<file path="config.mk">
export PLATFORM = sky130hd
export DESIGN_NAME = adc_trig_ctrl
export DESIGN_NICKNAME = d
export VERILOG_FILES = /design/src/rtl/adc_trig_pkg.sv /design/src/rtl/adc_trig_sync.sv /design/src/rtl/adc_trig_launch.sv /design/src/rtl/adc_trig_overrun.sv /design/src/rtl/adc_trig_ctrl.sv
export SDC_FILE = /design/constraint.sdc
export NUM_CORES = 1
export LEC_CHECK = 0
export ABC_AREA = 1
export BUFFER_PORTS_ARGS = -buffer_cell sky130_fd_sc_hd__clkbuf_2
export CAP_MARGIN = 15
export CORE_AREA = 2 2 39 41
export DETAILED_ROUTE_END_ITERATION = 7
export DIE_AREA = 0 0 41 43
export PLACE_DENSITY_LB_ADDON = 0.12
export SLEW_MARGIN = 30
export SYNTH_ARGS = -nofsm -noshare
export SYNTH_HDL_FRONTEND = slang
export SYNTH_HIERARCHICAL = 1
export SYNTH_SLANG_ARGS = --single-unit
</file>
<file path="constraint.sdc">
create_clock -name clk -period 1.2 [get_ports clk]
set_clock_uncertainty 0.2 [all_clocks]
set_input_delay 0.36 -clock clk [delete_from_list [all_inputs] [get_ports clk]]
set_output_delay 0.36 -clock clk [all_outputs]
set_load 0.01 [all_outputs]
</file>
<file path="src/rtl/adc_trig_pkg.sv">
package adc_trig_pkg;
  typedef enum logic [1:0] {
    SRC_SOFT  = 2'd0,
    SRC_EDGE  = 2'd1,
    SRC_LEVEL = 2'd2
  } trig_src_e;

  function automatic trig_src_e pick_src(input logic en, input logic lvl);
    if (!en)     return SRC_SOFT;
    else if (lvl) return SRC_LEVEL;
    else          return SRC_EDGE;
  endfunction
endpackage

</file>
<file path="src/rtl/adc_trig_sync.sv">
module adc_trig_sync #(
  parameter int STAGES = 2
) (
  input  logic clk,
  input  logic rst_n,
  input  logic async_in,
  output logic level,
  output logic rise,
  output logic fall
);
  localparam int LAST = STAGES - 1;

  logic [LAST:0] chain;
  logic          prev_q;

  genvar g;
  generate
    for (g = 0; g < STAGES; g++) begin : g_stage
      if (g == 0) begin : g_first
        always_ff @(posedge clk) begin
          if (!rst_n) chain[0] <= 1'b0;
          else        chain[0] <= async_in;
        end
      end else begin : g_next
        always_ff @(posedge clk) begin
          if (!rst_n) chain[g] <= 1'b0;
          else        chain[g] <= chain[g-1];
        end
      end
    end
  endgenerate

  always_ff @(posedge clk) begin
    if (!rst_n) prev_q <= 1'b0;
    else        prev_q <= chain[LAST];
  end

  assign level = chain[LAST];
  assign rise  = chain[LAST] & ~prev_q;
  assign fall  = ~chain[LAST] & prev_q;

  a_r12_edges_exclusive: assert property (@(posedge clk) disable iff (!rst_n)
    !(rise && fall));
  a_r12_rise_follows_level: assert property (@(posedge clk) disable iff (!rst_n)
    rise |=> !rise);
endmodule

</file>
<file path="src/rtl/adc_trig_launch.sv">
module adc_trig_launch
  import adc_trig_pkg::*;
(
  input  logic      clk,
  input  logic      rst_n,
  input  trig_src_e src,
  input  logic      scan_en,
  input  logic      sw_start,
  input  logic      hit_edge,
  input  logic      hit_level,
  input  logic      seq_busy,
  input  logic      seq_done,
  output logic      seq_start,
  output logic      in_flight
);
  logic pend_q, chain_q, start_q, run_q;
  logic engine_free, want, go;

  assign engine_free = (~run_q & ~seq_busy) | seq_done;

  always_comb begin
    unique case (src)
      SRC_SOFT:  want = pend_q | sw_start | chain_q;
      SRC_EDGE:  want = hit_edge;
      SRC_LEVEL: want = hit_level;
      default:   want = 1'b0;
    endcase
  end

  assign go = want & engine_free;

  always_ff @(posedge clk) begin
    if (!rst_n) begin
      pend_q  <= 1'b0;
      chain_q <= 1'b0;
      start_q <= 1'b0;
      run_q   <= 1'b0;
    end else begin
      start_q <= go;
      if (go)            run_q <= 1'b1;
      else if (seq_done) run_q <= 1'b0;

      if (src != SRC_SOFT || go) pend_q <= 1'b0;
      else if (sw_start)         pend_q <= 1'b1;

      if (src != SRC_SOFT || !scan_en)  chain_q <= 1'b0;
      else if (sw_start)                chain_q <= 1'b1;
    end
  end

  assign seq_start = start_q;
  assign in_flight = run_q;

  a_r11_single_cycle: assert property (@(posedge clk) disable iff (!rst_n)
    seq_start |=> !seq_start);
  a_r11_no_overlap: assert property (@(posedge clk) disable iff (!rst_n)
    (run_q && !seq_done) |=> !seq_start);
  a_r7_soft_locked: assert property (@(posedge clk) disable iff (!rst_n)
    (src != SRC_SOFT && !hit_edge && !hit_level) |=> !seq_start);
endmodule

</file>
<file path="src/rtl/adc_trig_overrun.sv">
module adc_trig_overrun
  import adc_trig_pkg::*;
(
  input  logic      clk,
  input  logic      rst_n,
  input  trig_src_e src,
  input  logic      hit_edge,
  input  logic      in_flight,
  input  logic      seq_done,
  input  logic      ovr_clr,
  output logic      ovr_flag
);
  logic flag_q, raise;

  assign raise = (src == SRC_EDGE) & hit_edge & in_flight & ~seq_done;

  always_ff @(posedge clk) begin
    if (!rst_n)       flag_q <= 1'b0;
    else if (raise)   flag_q <= 1'b1;
    else if (ovr_clr) flag_q <= 1'b0;
  end

  assign ovr_flag = flag_q;

  a_r10_sticky: assert property (@(posedge clk) disable iff (!rst_n)
    (ovr_flag && !ovr_clr) |=> ovr_flag);
  a_r9_level_clean: assert property (@(posedge clk) disable iff (!rst_n)
    (src == SRC_LEVEL && !ovr_flag) |=> !ovr_flag);
  a_r8_needs_flight: assert property (@(posedge clk) disable iff (!rst_n)
    (!in_flight && !ovr_flag) |=> !ovr_flag);
endmodule

</file>
<file path="src/rtl/adc_trig_ctrl.sv">
module adc_trig_ctrl
  import adc_trig_pkg::*;
#(
  parameter int SYNC_STAGES = 2
) (
  input  logic clk,
  input  logic rst_n,
  input  logic sw_start,
  input  logic ext_trig,
  input  logic trig_en,
  input  logic lvl_mode,
  input  logic trig_pol,
  input  logic scan_en,
  input  logic ovr_clr,
  input  logic seq_busy,
  input  logic seq_done,
  output logic seq_start,
  output logic ovr_flag
);
  trig_src_e src;
  logic      s_level, s_rise, s_fall;
  logic      hit_edge, hit_level, in_flight;

  assign src       = pick_src(trig_en, lvl_mode);
  assign hit_edge  = trig_pol ? s_rise  : s_fall;
  assign hit_level = trig_pol ? s_level : ~s_level;

  adc_trig_sync #(.STAGES(SYNC_STAGES)) u_sync (
    .clk      (clk),
    .rst_n    (rst_n),
    .async_in (ext_trig),
    .level    (s_level),
    .rise     (s_rise),
    .fall     (s_fall)
  );

  adc_trig_launch u_launch (
    .clk       (clk),
    .rst_n     (rst_n),
    .src       (src),
    .scan_en   (scan_en),
    .sw_start  (sw_start),
    .hit_edge  (hit_edge),
    .hit_level (hit_level),
    .seq_busy  (seq_busy),
    .seq_done  (seq_done),
    .seq_start (seq_start),
    .in_flight (in_flight)
  );

  adc_trig_overrun u_ovr (
    .clk       (clk),
    .rst_n     (rst_n),
    .src       (src),
    .hit_edge  (hit_edge),
    .in_flight (in_flight),
    .seq_done  (seq_done),
    .ovr_clr   (ovr_clr),
    .ovr_flag  (ovr_flag)
  );

  a_r1_quiet_after_reset: assert property (@(posedge clk)
    !rst_n |=> (!seq_start && !ovr_flag));
endmodule

</file>
# [Yosys cells after proc, flatten, opt, wreduce, memory -nomap -nowiden]
# Index checks and enable logic that the tools add are counted.
[op_classes] n_eq_ne=2 n_reduce_logical=9 n_bitwise=16 n_mux=9
[ops] op="AND 1 bit" n=7
[ops] op="two-way mux 1 bit" n=6
[ops] op="NOT 1 bit" n=6
[ops] op="nonzero test 2 bit" n=3
[ops] op="two-way mux 2 bit" n=2
[ops] op="OR reduction 2 bit" n=2
[ops] op="bitwise OR 1 bit" n=3
[ops] op="case mux 1 bit (3 select lines)" n=1
[ops] op="== test 2 x 1 -> 1 bit (second input constant)" n=1
[ops] op="== test 2 bit (second input constant)" n=1
[ops] op="logical NOT 2 bit" n=1
[ops] op="logical OR 1 bit" n=2
[ops] op="logical NOT 1 bit" n=1
[word_totals] word_cells=44 in_bits=11 register_bits=8 output_inout_bits=2

# [Longest topological paths before layout]
# Gate-level depths: netlist of the first run.
[logic_depth] depth_word=7 mapped_depth=10 ltp_nobuf=10

# [Hierarchy]
# The synthesis of the first run kept the hierarchy.
[modules_own_cells] module="adc_trig_launch" seq_area_each_um2=80.1 instances=1 area_each_um2=178.9 cells_per_inst=25
[modules_own_cells] module="adc_trig_sync" seq_area_each_um2=60.1 instances=1 area_each_um2=100.1 cells_per_inst=13
[modules_own_cells] module="adc_trig_overrun" seq_area_each_um2=20.0 instances=1 area_each_um2=71.3 cells_per_inst=11
[modules_own_cells] module="adc_trig_ctrl" seq_area_each_um2=0.0 instances=1 area_each_um2=45.0 cells_per_inst=12

# [Least setup slack after synthesis of the first run]
# No wires, ideal clock.
[synth_path] path_type="register to register" startpoint="register u_sync.chain[1], in the netlist u_sync/level" endpoint="register u_launch.pend_q" arrival_time_ns=0.867 required_ns=0.878 path_buffers=0 setup_time_ns=0.122 path_stages_with_launch=10 setup_slack_ns=0.011 period_less_slack_ns=1.189 cell_sequence="dfxtp_1 inv_1 nor2_2 nand2_1 nand2_1 nand2_1 nand2_1 nand2_1 nand2_2 a21oi_1"
[synth_via] elab_cells_between_ends=9 cone_classes="mux: 3; bitwise: 4; reduce/logical: 2"
[synth_rtl] element="start, declared" line="adc_trig_sync.sv:13" text="logic [LAST:0] chain;"
[synth_rtl] element="start signal, assigned by index" line="adc_trig_sync.sv:27" text="else chain[g] <= chain[g-1];"
[synth_rtl] element="AND 1 bit" line="adc_trig_sync.sv:39" text="assign rise = chain[LAST] & ~prev_q;"
[synth_rtl] element="via s_rise" line="adc_trig_ctrl.sv:21" text="logic s_level, s_rise, s_fall;"
[synth_rtl] element="two-way mux 1 bit" line="adc_trig_ctrl.sv:25" text="assign hit_edge = trig_pol ? s_rise : s_fall;"
[synth_rtl] element="via hit_edge" line="adc_trig_ctrl.sv:22" text="logic hit_edge, hit_level, in_flight;"
[synth_rtl] element="case mux 1 bit (3 select lines)" line="adc_trig_launch.sv:22" text="unique case (src)"
[synth_rtl] element="AND 1 bit" line="adc_trig_launch.sv:30" text="assign go = want & engine_free;"
[synth_rtl] element="logical OR 1 bit" line="adc_trig_launch.sv:43" text="if (src != SRC_SOFT || go) pend_q <= 1'b0;"
[synth_rtl] element="OR reduction 2 bit (no line)"
[synth_rtl] element="end signal, assigned" line="adc_trig_launch.sv:34" text="pend_q <= 1'b0;"
[synth_rtl] element="end signal, assigned" line="adc_trig_launch.sv:43"
[synth_rtl] element="end signal, assigned" line="adc_trig_launch.sv:44" text="else if (sw_start) pend_q <= 1'b1;"
[synth_rtl] element="end, declared" line="adc_trig_launch.sv:16" text="logic pend_q, chain_q, start_q, run_q;"
# The timed path passes the listed nets, and every way through them passes these cells.
# A chain may end at the register's enable or synchronous reset.

# [Final worst setup path of the first run]
[layout_path] startpoint="register u_sync.chain[1], in the netlist u_sync/level" endpoint="register u_launch.run_q, in the netlist u_launch/in_flight"
[layout_via] elab_cells_between_ends=9 cone_classes="mux: 4; bitwise: 4; reduce/logical: 1"
[layout_rtl] element="NOT 1 bit" line="adc_trig_ctrl.sv:26" text="assign hit_level = trig_pol ? s_level : ~s_level;"
[layout_rtl] element="two-way mux 1 bit *" line="adc_trig_ctrl.sv:26"
[layout_rtl] element="via hit_level" line="adc_trig_ctrl.sv:22"
[layout_rtl] element="case mux 1 bit (3 select lines) *" line="adc_trig_launch.sv:22"
[layout_rtl] element="AND 1 bit *" line="adc_trig_launch.sv:30"
[layout_rtl] element="two-way mux 1 bit or nonzero test 2 bit (tied branches)"
[layout_rtl] element="end signal, assigned" line="adc_trig_launch.sv:37" text="run_q <= 1'b0;"
[layout_rtl] element="end signal, assigned" line="adc_trig_launch.sv:40" text="if (go) run_q <= 1'b1;"
[layout_rtl] element="end signal, assigned" line="adc_trig_launch.sv:41" text="else if (seq_done) run_q <= 1'b0;"
[layout_rtl] element="end, declared" line="adc_trig_launch.sv:16"
# The timed path passes the listed nets; every way through them passes the cells marked *.

==> results, run 1 <==
- The number of maximum-capacitance violations is 0.
- After layout, the worst setup slack is -0.0523 ns.
- Dividing the detail-routed wire length by the instance count gives 7.32 um.
- Across every metal layer, demand over resource in global routing totals 0.110.
- The library cell used most frequently in the layout, excluding fill and tap cells, is sky130_fd_sc_hd__nand2_1.
- The total of warnings raised by yosys is 6.
- The most numerous cell type found on the critical path is sky130_fd_sc_hd__nand2_1.
- Global routing finished with a remaining overflow of 0.
- The number of inserted diodes is 0.
- After legalization and detailed placement, the total HPWL measured 554 um.
- The achievable frequency is 799 MHz.
- The first global-routing pass estimated roughly 1.3 mm of wire.
- The tightest hold path in the finished design has a slack of 0.0929 ns.
- The via density per instance is 4.00.
- At the pin with the least slew margin, the transition time is 0.244 ns.
- In this run the horizontal extent of the chip is 41 um.
- The number of nets in the layout is 91.
- The number of nets in the synthesized netlist is 72.
- The clock tree from TritonCTS is built.
- The initial antenna violation count is 0.
- Clock-pin slew was measured on the worst setup and hold paths at 0.05 ns.
- The detailed router put a total of approximately 320 um of wire on met1.
- Prior to clock tree synthesis, the placed netlist has a worst setup slack of -0.177 ns.
- After detailed routing, the met3 layer carries 41 um of wire.
- The die area is 0.00176 sq mm.
- The largest single stage delay on the critical path is 0.35 ns.
- The final weighted congestion in routability-driven placement is 0.671.
- Summed over all cells, the static leakage comes to 0.316 nW.
- STA classifies the critical path endpoint as a flop.
- Across all layers, the routed design uses 376 vias.
- In the layout the commonest cells are 19 x sky130_fd_sc_hd__nand2_1, 16 x sky130_fd_sc_hd__inv_1, 10 x sky130_fd_sc_hd__clkbuf_2, 4 x sky130_fd_sc_hd__nor2_2, 4 x sky130_fd_sc_hd__dfxtp_1.
- The hold violation total from the final report is 0.
- The post-layout total power is around 0.57 mW.
- The number of placement rows is 14.
- VDD sags by at most around 0.00049 V.
- In this run the vertical extent of the chip is 43 um.
- The area taken by flip-flops and latches is about 170 sq um.
- The flow ran to the end, but the final reports show violations.
- The required time of the worst setup path is 1.19 ns.
- The critical path data arrival time is 1.24 ns.
- For this design the ratio of total power to cell area is 1060 mW/mm^2.
- The post-layout minimum cycle time is roughly 1.3 ns.
- The startpoint kind of the worst setup timing path is a flop.
- The maximum fanout encountered on the critical timing path is 4.
- The insertion delay of the later-clocked pin in the worst-skew pair is about 0.25 ns.
- CTS built an H-tree with a depth of 1.
- The total iterations of the first detailed-routing run is 4.
- The synthesized instance count is 61.
- The kind of critical path is flop to flop.
- After routing the design area is 538 sq um.
- The critical path goes through buf_4 > inv_1 > nand2_1 > nand2_1 > nand2_1 > nand2_1 > nand2_1 > nand2_2 > nand3_2 > nand2_1.
- Headroom to the max-slew limit came out at 0.836.
- The area occupied by multi-input gates is 176 sq um.
- Synthesis inferred 8 register bits.
- The number of clock buffers added by TritonCTS is 3.
- The antenna violation net count after detailed routing is 0.
- In the final layout, the share of cells above drive strength 1 is 0.397.
- The clock passes through at most 2 buffers.
- Of the available clock period, the critical path in the final layout requires 1.04.
- The mapped netlist covers between 300 and 400 sq um.
- Setup repair after global routing could not meet its margin everywhere.
- The max-slew violation count is 0.
- The core region area is ~0.0014 sq mm.
- The critical-path cell with the highest stage delay is sky130_fd_sc_hd__dfxtp_4.
- Counting the fill cells in the layout gives approximately 150.
- After synthesis, the mean cell area works out to 6.48 sq um.
- Setup violations remaining at the end of the flow were counted as 5.
- In this run the post-CTS setup repair buffer count came out at 0.
- For this run, design rule violations remaining after detail routing come to 0.
- From synthesis to final layout, the design area changed by 36.1%.
- 13 I/O pins were placed.
- The cell at the root of the clock tree is sky130_fd_sc_hd__clkbuf_4.
- The pin count of the biggest net entering global routing is 9.
- The via count of the first global-routing pass is 325.
- The share of synthesized area occupied by flip-flops and latches is 0.405.
- The highest layer touched by signal routing is met4.
- The total length of routed met2 wires is 316 um.
- The tightest min-delay check is of the input pin to flop type.
- The count of routing violations after the opening detailed-route iteration is 5.
- The final reports fail on setup timing.
- The number of clock sinks is 8.
- The number of port buffers is 12.
- The total wirelength of the detailed-routed design is 688 um.
- The total cell area at the placement stage is 490 sq um.
- The synthesized netlist contains 12 unique library cells.
- The initial utilization of the core area, before any placement, comes to 0.286.
==> logic make-up (layout without fill, tap and decap cells) <==
family,Yosys count,count (layout),synth area share
AND/OR/NAND/NOR,32,32,0.367
buffers and inverters,17,34,0.161
flip-flops,8,8,0.405
AO/OA/AOI/OAI,4,4,0.0664
==> area by class of cell <==
type / instances / area share
tap: 16 / 0.0372
clock buffer: 3 / 0.0419
inverter: 17 / 0.119
timing repair buffer: 14 / 0.163
sequential: 8 / 0.312
multi-input combinational: 36 / 0.328
==> path summary, 6_finish.rpt <==
path                            cells after the start  slack (ns)       startpoint                  to
worst max-delay path                               10       -0.05     u_sync/level  u_launch/in_flight
worst min-delay path                                3        0.09         ext_trig     u_sync/chain[0]
worst max register to register                     10       -0.05     u_sync/level  u_launch/in_flight
worst min register to register                      2        0.20  u_sync/chain[0]        u_sync/level
==> per-layer routing <==
metal / track usage / up-vias
met5: 0 / -
met4: 0.0800 / 0
met3: 0.0471 / 2
met2: 0.141 / 6
met1: 0.139 / 154
li1: - / 214
==> critical path, delay by kind of cell (launching register included) <==
family / cells / cell delay (ns)
buffers and inverters: 2 / 0.17
flip-flops: 1 / 0.35
AND/OR/NAND/NOR: 8 / 0.47
==> cells in the mapped netlist (all sizes together) <==
library cell | instances | area (sq um)
a21oi | 2 | 13.8
dfxtp | 8 | 160
inv | 17 | 63.8
nand2 | 21 | 81.3
nand3 | 4 | 30.0
nor2 | 7 | 33.8
o211ai | 1 | 7.51
o21ai | 1 | 5.00
==> stage by stage <==
stage          TNS [ns]  utilization  instances
2_1_floorplan         0            -         61
3_3_place_gp     -0.548        0.354         91
3_5_place_dp     -0.611        0.354         91
4_1_cts          -0.236        0.373         94
5_1_grt          -0.639        0.389         94
6_report         -0.188        0.389         94
==> where the power goes <==
part | leakage [nW] | total [mW] | switching, mW | internal (mW)
registers | 0.0676 | 0.286 | 0.00741 | 0.279
logic | 0.235 | 0.0839 | 0.0452 | 0.0387
clock network | 0.0138 | 0.199 | 0.0852 | 0.114
==> state kept, by name (all words and copies together), names as in the netlist <==
signal / count
u_sync/level: 1
u_sync/prev_q: 1
u_launch/pend_q: 1
u_launch/in_flight: 1
u_ovr/ovr_flag: 1
u_launch/chain_q: 1
u_sync/chain: 1
u_launch/seq_start: 1
==> timing repair <==
action / 4_1_cts / 5_1_grt
resized for setup: 4 / 8
pin swaps: 4 / 0
hold buffers: 0 / 0
endpoints found under the setup margin: 6 / 6
No activity file was read; power rests on OpenSTA's default activity.
==> inputs of run 2 (changes only) <==
--- a/config.mk
+++ b/config.mk
@@ -15,5 +15,4 @@
 export SLEW_MARGIN = 30
 export SYNTH_ARGS = -nofsm -noshare
 export SYNTH_HDL_FRONTEND = slang
-export SYNTH_HIERARCHICAL = 1
 export SYNTH_SLANG_ARGS = --single-unit
==> results, run 2 <==
- The number of endpoints failing setup at the final stage is 2 (-3).
- The total wirelength of the detailed-routed design is 622 um (-9.6%).
- The horizontal extent of the die is 41 um (unchanged).
- The initial antenna violation count is 0 (unchanged).
- The register-to-register setup slack is 0.12 ns (+0.17 ns).
- The H-tree depth was 1 (unchanged).
- The endpoint identified for the worst register-to-register timing path is u_launch.in_flight.
- The library cell with the largest summed area after synthesis is sky130_fd_sc_hd__dfxtp_1.
- The proportion of layout cells with a drive suffix above 1 is 0.371 (-0.0265).
- The antenna violation net count after detailed routing is 0 (unchanged).
- The worst setup path is of the flop to output pin kind.
- The max-slew violation count came to 0 (unchanged).
- The share of flip-flops with an asynchronous set or reset is 0 (unchanged).
- The worst setup path is captured at an output pin.
- The die boundary height is 43 um (unchanged).
- The final setup slack of the worst path is -0.0371 ns (+0.0152 ns).
- The hold violation total from the final report was 0 (unchanged).
- The combined global-route utilization of all metal layers is 0.0908 (-0.0187).
- The post-CTS clock slew at the launch and capture registers of the worst setup and hold paths is 0.05 ns (about the same).
- The post-placement setup slack is -0.00374 ns (+0.173 ns).
- The critical path data arrival time was 0.68 ns (-0.56 ns).
- The leakage power total is 0.262 nW (-17%).
- The measured slew at the worst slew-check pin is 0.292 ns (+0.0480 ns).
- The worst max-slew margin expressed relative to the limit is 0.803 (-0.0334).
- The worst hold endpoint is u_sync.chain[0].
- The total via count in the routed design is 307 (-18%).
- The aggregate global routing overflow was 0 (unchanged).
- The number of setup buffers added after CTS is 0 (unchanged).
- The insertion delay of the later-clocked pin in the worst-skew pair is 0.25 ns (about the same).
- The post-layout minimum cycle time is 1.24 ns (-0.0152 ns).
- The count of pins on the block boundary is 13 (unchanged).
- The maximum fanout encountered on the critical timing path is 2 (-2).
- The launch instance of the worst min-delay path is ext_trig.
- The cell at the root of the clock tree is sky130_fd_sc_hd__clkbuf_4.
- The distinct cell type count of the synthesized netlist is 14 (+2).
- The number of clock sinks is 8 (unchanged).
- After synthesis, the most frequently instantiated cells are 12 x sky130_fd_sc_hd__nand2_1, 11 x sky130_fd_sc_hd__inv_1, 8 x sky130_fd_sc_hd__dfxtp_1.
- Walking the worst path, the cells encountered are buf_6.
- The half-perimeter wire length after detailed placement is 504 um (-9.1%).
- The biggest cell delay along the critical path is 0.32 ns (-0.03 ns).
- After synthesis, the cell types taking the most area are sky130_fd_sc_hd__dfxtp_1 47%, sky130_fd_sc_hd__nand2_1 13%, sky130_fd_sc_hd__inv_1 12%.
- The number of nets in the synthesized netlist was 57 (-21%).
- The worst path buffer plus inverter count is 1 (-1).
- Among all flip-flop cells after synthesis, the most frequent one is sky130_fd_sc_hd__dfxtp_1.
- The number of enable-type register cells in the synthesized netlist was 0 (unchanged).
- The required time of the worst setup path is 0.64 ns (-0.55 ns).
- The run finished, with violations left.
- The final weighted congestion in routability-driven placement is 0.664 (-1.0%).
- The synthesized instance count is 46 (-25%).
- The routed wire length per instance was 7.97 um (+9.0%).
- Setup repair after global routing could not meet its margin everywhere.
- The final reports fail on setup timing.
- The maximum VDD drop came to 0.000425 V (-13%).
- The area occupied by multi-input gates is 131 sq um (-26%).
- The count of routing violations after the opening detailed-route iteration was 1 (-4).
- The portion of the clock cycle consumed by the worst path in the final layout is 1.03 (-0.0127).
- The number of port buffers was 12 (unchanged).
- The starting density of the core is 0.246 (-0.0398).
- The post-synthesis sequential element count is 8 (unchanged).
- The number of fill cells in the layout was 164 (+8.6%).
- The number of nets in the layout is 75 (-18%).
- The number of maximum-capacitance violations came to 0 (unchanged).
- The share of synthesized area occupied by flip-flops and latches is 0.471 (+0.0655).
- The via density per instance was 3.94 (-1.6%).
- The die area came to 0.00176 sq mm (unchanged).
- The residual DRC count is 0 (unchanged).
- The area growth from synthesis to layout is 34.6%.
- The worst setup path is launched from a flop.
- The total iterations of the first detailed-routing run is 2 (-2).
- The number of cells on the worst hold path was 3 (unchanged).
- The global-route wire length before repair came to 1.00 mm (-20%).
- The cell area after synthesis is 340 sq um (-14%).
- The total of warnings raised by yosys came to 0 (-6).
- The top cell type's share of synthesized area is 0.471 (+0.0655).
- The core region area was 0.00138 sq mm (unchanged).
- The area taken by flip-flops and latches is 161 sq um (-3.7%).
- The most frequently used cell type in the post-synthesis netlist is sky130_fd_sc_hd__nand2_1.
- The largest individual stage delay along the critical path comes from the cell sky130_fd_sc_hd__dfxtp_2.
- The clock buffer count from CTS was 3 (unchanged).
- The final-layout worst hold slack came to 0.0889 ns (-0.00402 ns).
- The library cells used most frequently in the layout, excluding fill and tap cells, are 12 x sky130_fd_sc_hd__nand2_1, 11 x sky130_fd_sc_hd__inv_1, 10 x sky130_fd_sc_hd__clkbuf_2, 7 x sky130_fd_sc_hd__dfxtp_1.
- TritonCTS built the clock tree.
- The depth of the worst register-to-register path is 7 (-3).
- The maximum buffer depth of the clock tree is 2 (unchanged).
- The number of inserted diodes was 0 (unchanged).
- The most frequent standard cell in the layout excluding fill and tap cells is sky130_fd_sc_hd__nand2_1.
- Among cell families on the critical path, the largest total delay comes from flip-flops.
- The number of placement rows is 14 (unchanged).
- The ratio of total power to cell area is 1200 mW/mm^2 (+14%).
- The startpoint identified for the worst register-to-register timing path is u_sync.level.
- The pin count of the biggest net entering global routing is 8 (-1).
- The per-instance average area after synthesis was 7.40 sq um (+14%).
- The final cell utilization of the core came to 0.331 (-0.0579).
- The count of cell instances traversed by the critical path is 1 (-9).
- The via count of the first global-routing pass is 282 (-13%).
- The achievable frequency is 808 MHz (+1.2%).
- The class of the tightest hold or removal check is input pin to flop.
- The total of hold buffers inserted after clock tree synthesis is 0 (unchanged).
==> run 2: kinds of logic (layout without fill, tap and decap cells) <==
logic type             Yosys count  after routing  synth area share
buffers and inverters           13             29             0.143
AOI/OAI and AO/OA                5              5            0.0845
DFF                              8              8             0.471
and+or+nand+nor                 20             20             0.301
==> run 2: area by class of cell <==
cell class              count  area share
clock buffers               3      0.0492
inverters                  13       0.107
multi-input cells          25       0.287
flip-flops and latches      8       0.352
well taps                  16      0.0437
repair buffers             13       0.161
==> run 2: repair_timing <==
action                     in CTS  in global routing
gates cloned                    0                  0
setup endpoints to repair       2                  2
resized for setup               1                  3
==> run 2: routing by layer <==
metal  share of wire  vias to the layer above  GRT usage
met4               0                        0      0.100
li1                -                      170          -
met5               0                        -          0
met1            0.50                      127      0.111
met3           0.068                        0     0.0314
met2            0.43                       10      0.109
==> run 2: where the power goes <==
group	internal (mW)	switching, mW	total [mW]
Clock	0.114	0.0896	0.204
Sequential	0.278	0.00455	0.282
Combinational	0.0298	0.0341	0.0639
Total	0.422	0.128	0.550
==> run 2: how the worst max path moves through the flow <==
stage,to,start
after global routing,ovr_flag,u_ovr.ovr_flag
after floorplan,u_launch.in_flight,sw_start
after CTS,ovr_flag,u_ovr.ovr_flag
after detailed placement,u_launch.in_flight,sw_start
final,ovr_flag,u_ovr.ovr_flag
after global placement,u_launch.in_flight,sw_start
==> run 2: stage by stage <==
stage / instance area (sq um) / std cells / setup TNS (ns) / power [mW]
2_1_floorplan: 340 / 46 / 0 / 0.321
3_3_place_gp: 428 / 75 / -0.0158 / 0.354
3_5_place_dp: 428 / 75 / -0.00374 / 0.352
4_1_cts: 452 / 78 / -0.118 / 0.566
5_1_grt: 458 / 78 / -0.137 / 0.589
6_report: 458 / 78 / -0.0710 / 0.550
==> run 2: tightest hold or removal path, stage by stage <==
cell	delay, ns
sky130_fd_sc_hd__clkbuf_2	0.07
sky130_fd_sc_hd__nand2_1	0.04
sky130_fd_sc_hd__inv_1	0.04
==> inputs of run 3 (changes only) <==
--- a/config.mk
+++ b/config.mk
@@ -5,7 +5,6 @@
 export SDC_FILE = /design/constraint.sdc
 export NUM_CORES = 1
 export LEC_CHECK = 0
-export ABC_AREA = 1
 export BUFFER_PORTS_ARGS = -buffer_cell sky130_fd_sc_hd__clkbuf_2
 export CAP_MARGIN = 15
 export CORE_AREA = 2 2 39 41
==> results, run 3 <==
- The final reports fail on setup timing.
- The final weighted congestion in routability-driven placement is 0.729 (+9.7%).
- The distinct cell type count of the synthesized netlist is 19 (+5).
- The worst max-slew margin expressed relative to the limit is 0.837 (+0.0340).
- The number of endpoints failing setup at the final stage is 2 (unchanged).
- The H-tree depth is 1 (unchanged).
- The achievable frequency was 806 MHz (-0.27%).
- The die area is 0.00176 sq mm (unchanged).
- The number of nets in the synthesized netlist is 42 (-26%).
- The aggregate global routing overflow came to 0 (unchanged).
- The die boundary height is 43 um (unchanged).
- The flow ran to the end, but the final reports show violations.
- The biggest cell delay along the critical path came to 0.32 ns (about the same).
- The core region area is 0.00138 sq mm (unchanged).
- The number of inserted diodes came to 0 (unchanged).
- Of all cell types, the one taking the most synthesized area is sky130_fd_sc_hd__dfxtp_1.
- In this design, the largest share of critical-path delay is due to flip-flops.
- Among all stages on the critical path, the largest delay is contributed by sky130_fd_sc_hd__dfxtp_2.
- The per-instance average area after synthesis is 10.1 sq um (+37%).
- The capturing element type of the critical path is an output pin.
- The via count of the first global-routing pass came to 297 (+5.3%).
- The signal on the critical path passes through buf_6.
- The share of flip-flops with an asynchronous set or reset is 0 (unchanged).
- After synthesis, the cell types taking the most area are sky130_fd_sc_hd__dfxtp_1 51%, sky130_fd_sc_hd__nand3b_1 4.8%, sky130_fd_sc_hd__and2_1 4.0%.
- The leakage power total is 0.194 nW (-26%).
- The area growth from synthesis to final layout is 50.2%.
- The final setup slack of the worst path is -0.0404 ns (-0.00332 ns).
- The critical path data arrival time is 0.68 ns (about the same).
- TritonCTS built the clock tree.
- The combined global-route utilization of all metal layers was 0.104 (+0.0128).
- The post-layout minimum cycle time was 1.24 ns (+0.00332 ns).
- The number of enable-type register cells in the synthesized netlist came to 0 (unchanged).
- The non-filler instance count after layout is 63 (-19%).
- The count of pins on the block boundary is 13 (unchanged).
- The count of routing violations after the opening detailed-route iteration is 3 (+2).
- The maximum buffer depth of the clock tree came to 2 (unchanged).
- The setup TNS after final layout is -0.0704 ns (+0.000641 ns).
- The max-slew violation count was 0 (unchanged).
- Tracing the worst setup path back leads to its startpoint at u_ovr.ovr_flag.
- Setup repair after global routing could not meet its margin everywhere.
- The cell area after synthesis is 314 sq um (-7.7%).
- The total instance count after detailed placement was 60 (-20%).
- STA classifies the critical path startpoint as a flop.
- The synthesized instance count was 31 (-33%).
- The library cell used most frequently in the layout, excluding fill and tap cells, is sky130_fd_sc_hd__clkbuf_2.
- The number of nets in the layout was 60 (-20%).
- The ratio of total power to cell area is 1180 mW/mm^2 (-2.0%).
- The total via count in the routed design is 291 (-5.2%).
- The worst path buffer plus inverter count is 1 (unchanged).
- The measured slew at the worst slew-check pin is 0.241 ns (-0.0513 ns).
- By startpoint and endpoint, the worst setup path is classified as flop to output pin.
- The total wirelength of the detailed-routed design is 696 um (+12%).
- The most frequently used cell type in the post-synthesis netlist is sky130_fd_sc_hd__dfxtp_1.
- The proportion of layout cells with a drive suffix above 1 was 0.553 (+0.182).
- The area occupied by multi-input gates came to 183 sq um (+39%).
- The total iterations of the first detailed-routing run was 2 (unchanged).
- The top cell type's share of synthesized area came to 0.510 (+0.0394).
- In the layout the commonest cells are 10 x sky130_fd_sc_hd__clkbuf_2, 5 x sky130_fd_sc_hd__dfxtp_1, 3 x sky130_fd_sc_hd__clkbuf_4.
- The share of synthesized area occupied by flip-flops and latches is 0.510 (+0.0394).
- The cell at the root of the clock tree is sky130_fd_sc_hd__clkbuf_4.
- The clock buffer count from CTS was 3 (unchanged).
- The worst hold path belongs to the class input pin to flop.
- The required time of the worst setup path is 0.64 ns (about the same).
- The routed wire length per instance came to 11.0 um (+39%).
- The hold violation total from the final report came to 0 (unchanged).
- The initial antenna violation count is 0 (unchanged).
- The antenna violation net count after detailed routing is 0 (unchanged).
- The number of maximum-capacitance violations is 0 (unchanged).
- The number of setup buffers added after CTS came to 0 (unchanged).
- The number of port buffers came to 12 (unchanged).
- The global-route wire length before repair came to 1.15 mm (+15%).
- The starting density of the core is 0.227 (-0.0190).
- The via density per instance is 4.62 (+17%).
- The insertion delay of the later-clocked pin in the worst-skew pair is 0.25 ns (about the same).
- The portion of the clock cycle consumed by the worst path in the final layout is 1.03 (+0.00277).
- The horizontal extent of the die is 41 um (unchanged).
- The worst hold path begins at ext_trig.
- The final-layout worst hold slack is 0.108 ns (+0.0190 ns).
- The post-CTS clock slew at the launch and capture registers of the worst setup and hold paths is 0.05 ns (about the same).
- The total of warnings raised by yosys was 0 (unchanged).
- The number of clock sinks is 8 (unchanged).
- The residual DRC count is 0 (unchanged).
- The cell area after layout is 472 sq um (+3.0%).
- The total cell area at the placement stage is 402 sq um (-6.1%).
- The number of placement rows came to 14 (unchanged).
- In this run the critical register-to-register path is launched from u_sync.level.
- The maximum fanout encountered on the critical timing path is 2 (unchanged).
- The area taken by flip-flops and latches is 166 sq um (+3.1%).
- The post-layout total power is 0.555 mW (+0.90%).
- The number of fill cells in the layout is 152 (-7.3%).
- The maximum VDD drop was 0.000534 V (+26%).
- The post-synthesis sequential element count is 8 (unchanged).
- The dominant register cell in the synthesized netlist is sky130_fd_sc_hd__dfxtp_1.
- The total of hold buffers inserted after clock tree synthesis is 0 (unchanged).
- The pin count of the biggest net entering global routing is 10 (+2).
- The half-perimeter wire length after detailed placement came to 495 um (-1.7%).
run 3: final cells by class:
cell class | instances | share of cell area
timing repair buffer | 13 | 0.170
clock buffer | 3 | 0.0477
sequential | 8 | 0.353
multi-input combinational | 23 | 0.387
tap | 16 | 0.0424
run 3: metrics by stage:
stage / setup slack [ns] / util
finish: -0.0404 / 0.341
global route: -0.0722 / 0.341
CTS: -0.0646 / 0.307
detailed placement: -0.100 / 0.290
global placement: -0.0761 / 0.290
floorplan: 0.0561 / -
run 3: report_power, final:
part / leakage (nW) / switching [mW] / internal, mW / total [mW]
Sequential: 0.0671 / 0.00652 / 0.276 / 0.283
Clock: 0.0138 / 0.0897 / 0.114 / 0.204
Combinational: 0.113 / 0.0312 / 0.0372 / 0.0683
run 3: logic make-up after synthesis:
group	after synthesis	synth area share
AOI/OAI and AO/OA	7	0.151
and+or+nand+nor	15	0.311
xor gates and xnor gates	1	0.0279
DFF	8	0.510
run 3: repair_timing:
action,in CTS,in global routing
endpoints found under the setup margin,2,5
resized for setup,1,13
pin swaps,0,4
run 3: final timing paths:
path | end | slack [ns] | depth (start not counted)
max | ovr_flag | -0.04 | 1
min | u_sync.chain[0] | 0.11 | 2
min reg2reg | u_sync.level | 0.23 | 1
max reg2reg | u_launch.in_flight | 0.03 | 3
run 3: routing by layer:
| metal | routed length (um) | track usage | vias up |
|---|---|---|---|
| li1 | - | - | 145 |
| met1 | 256 | 0.110 | 135 |
| met2 | 385 | 0.141 | 9 |
| met3 | 41 | 0.0628 | 2 |
| met4 | 12 | 0.0800 | 0 |
| met5 | 0 | 0 | - |
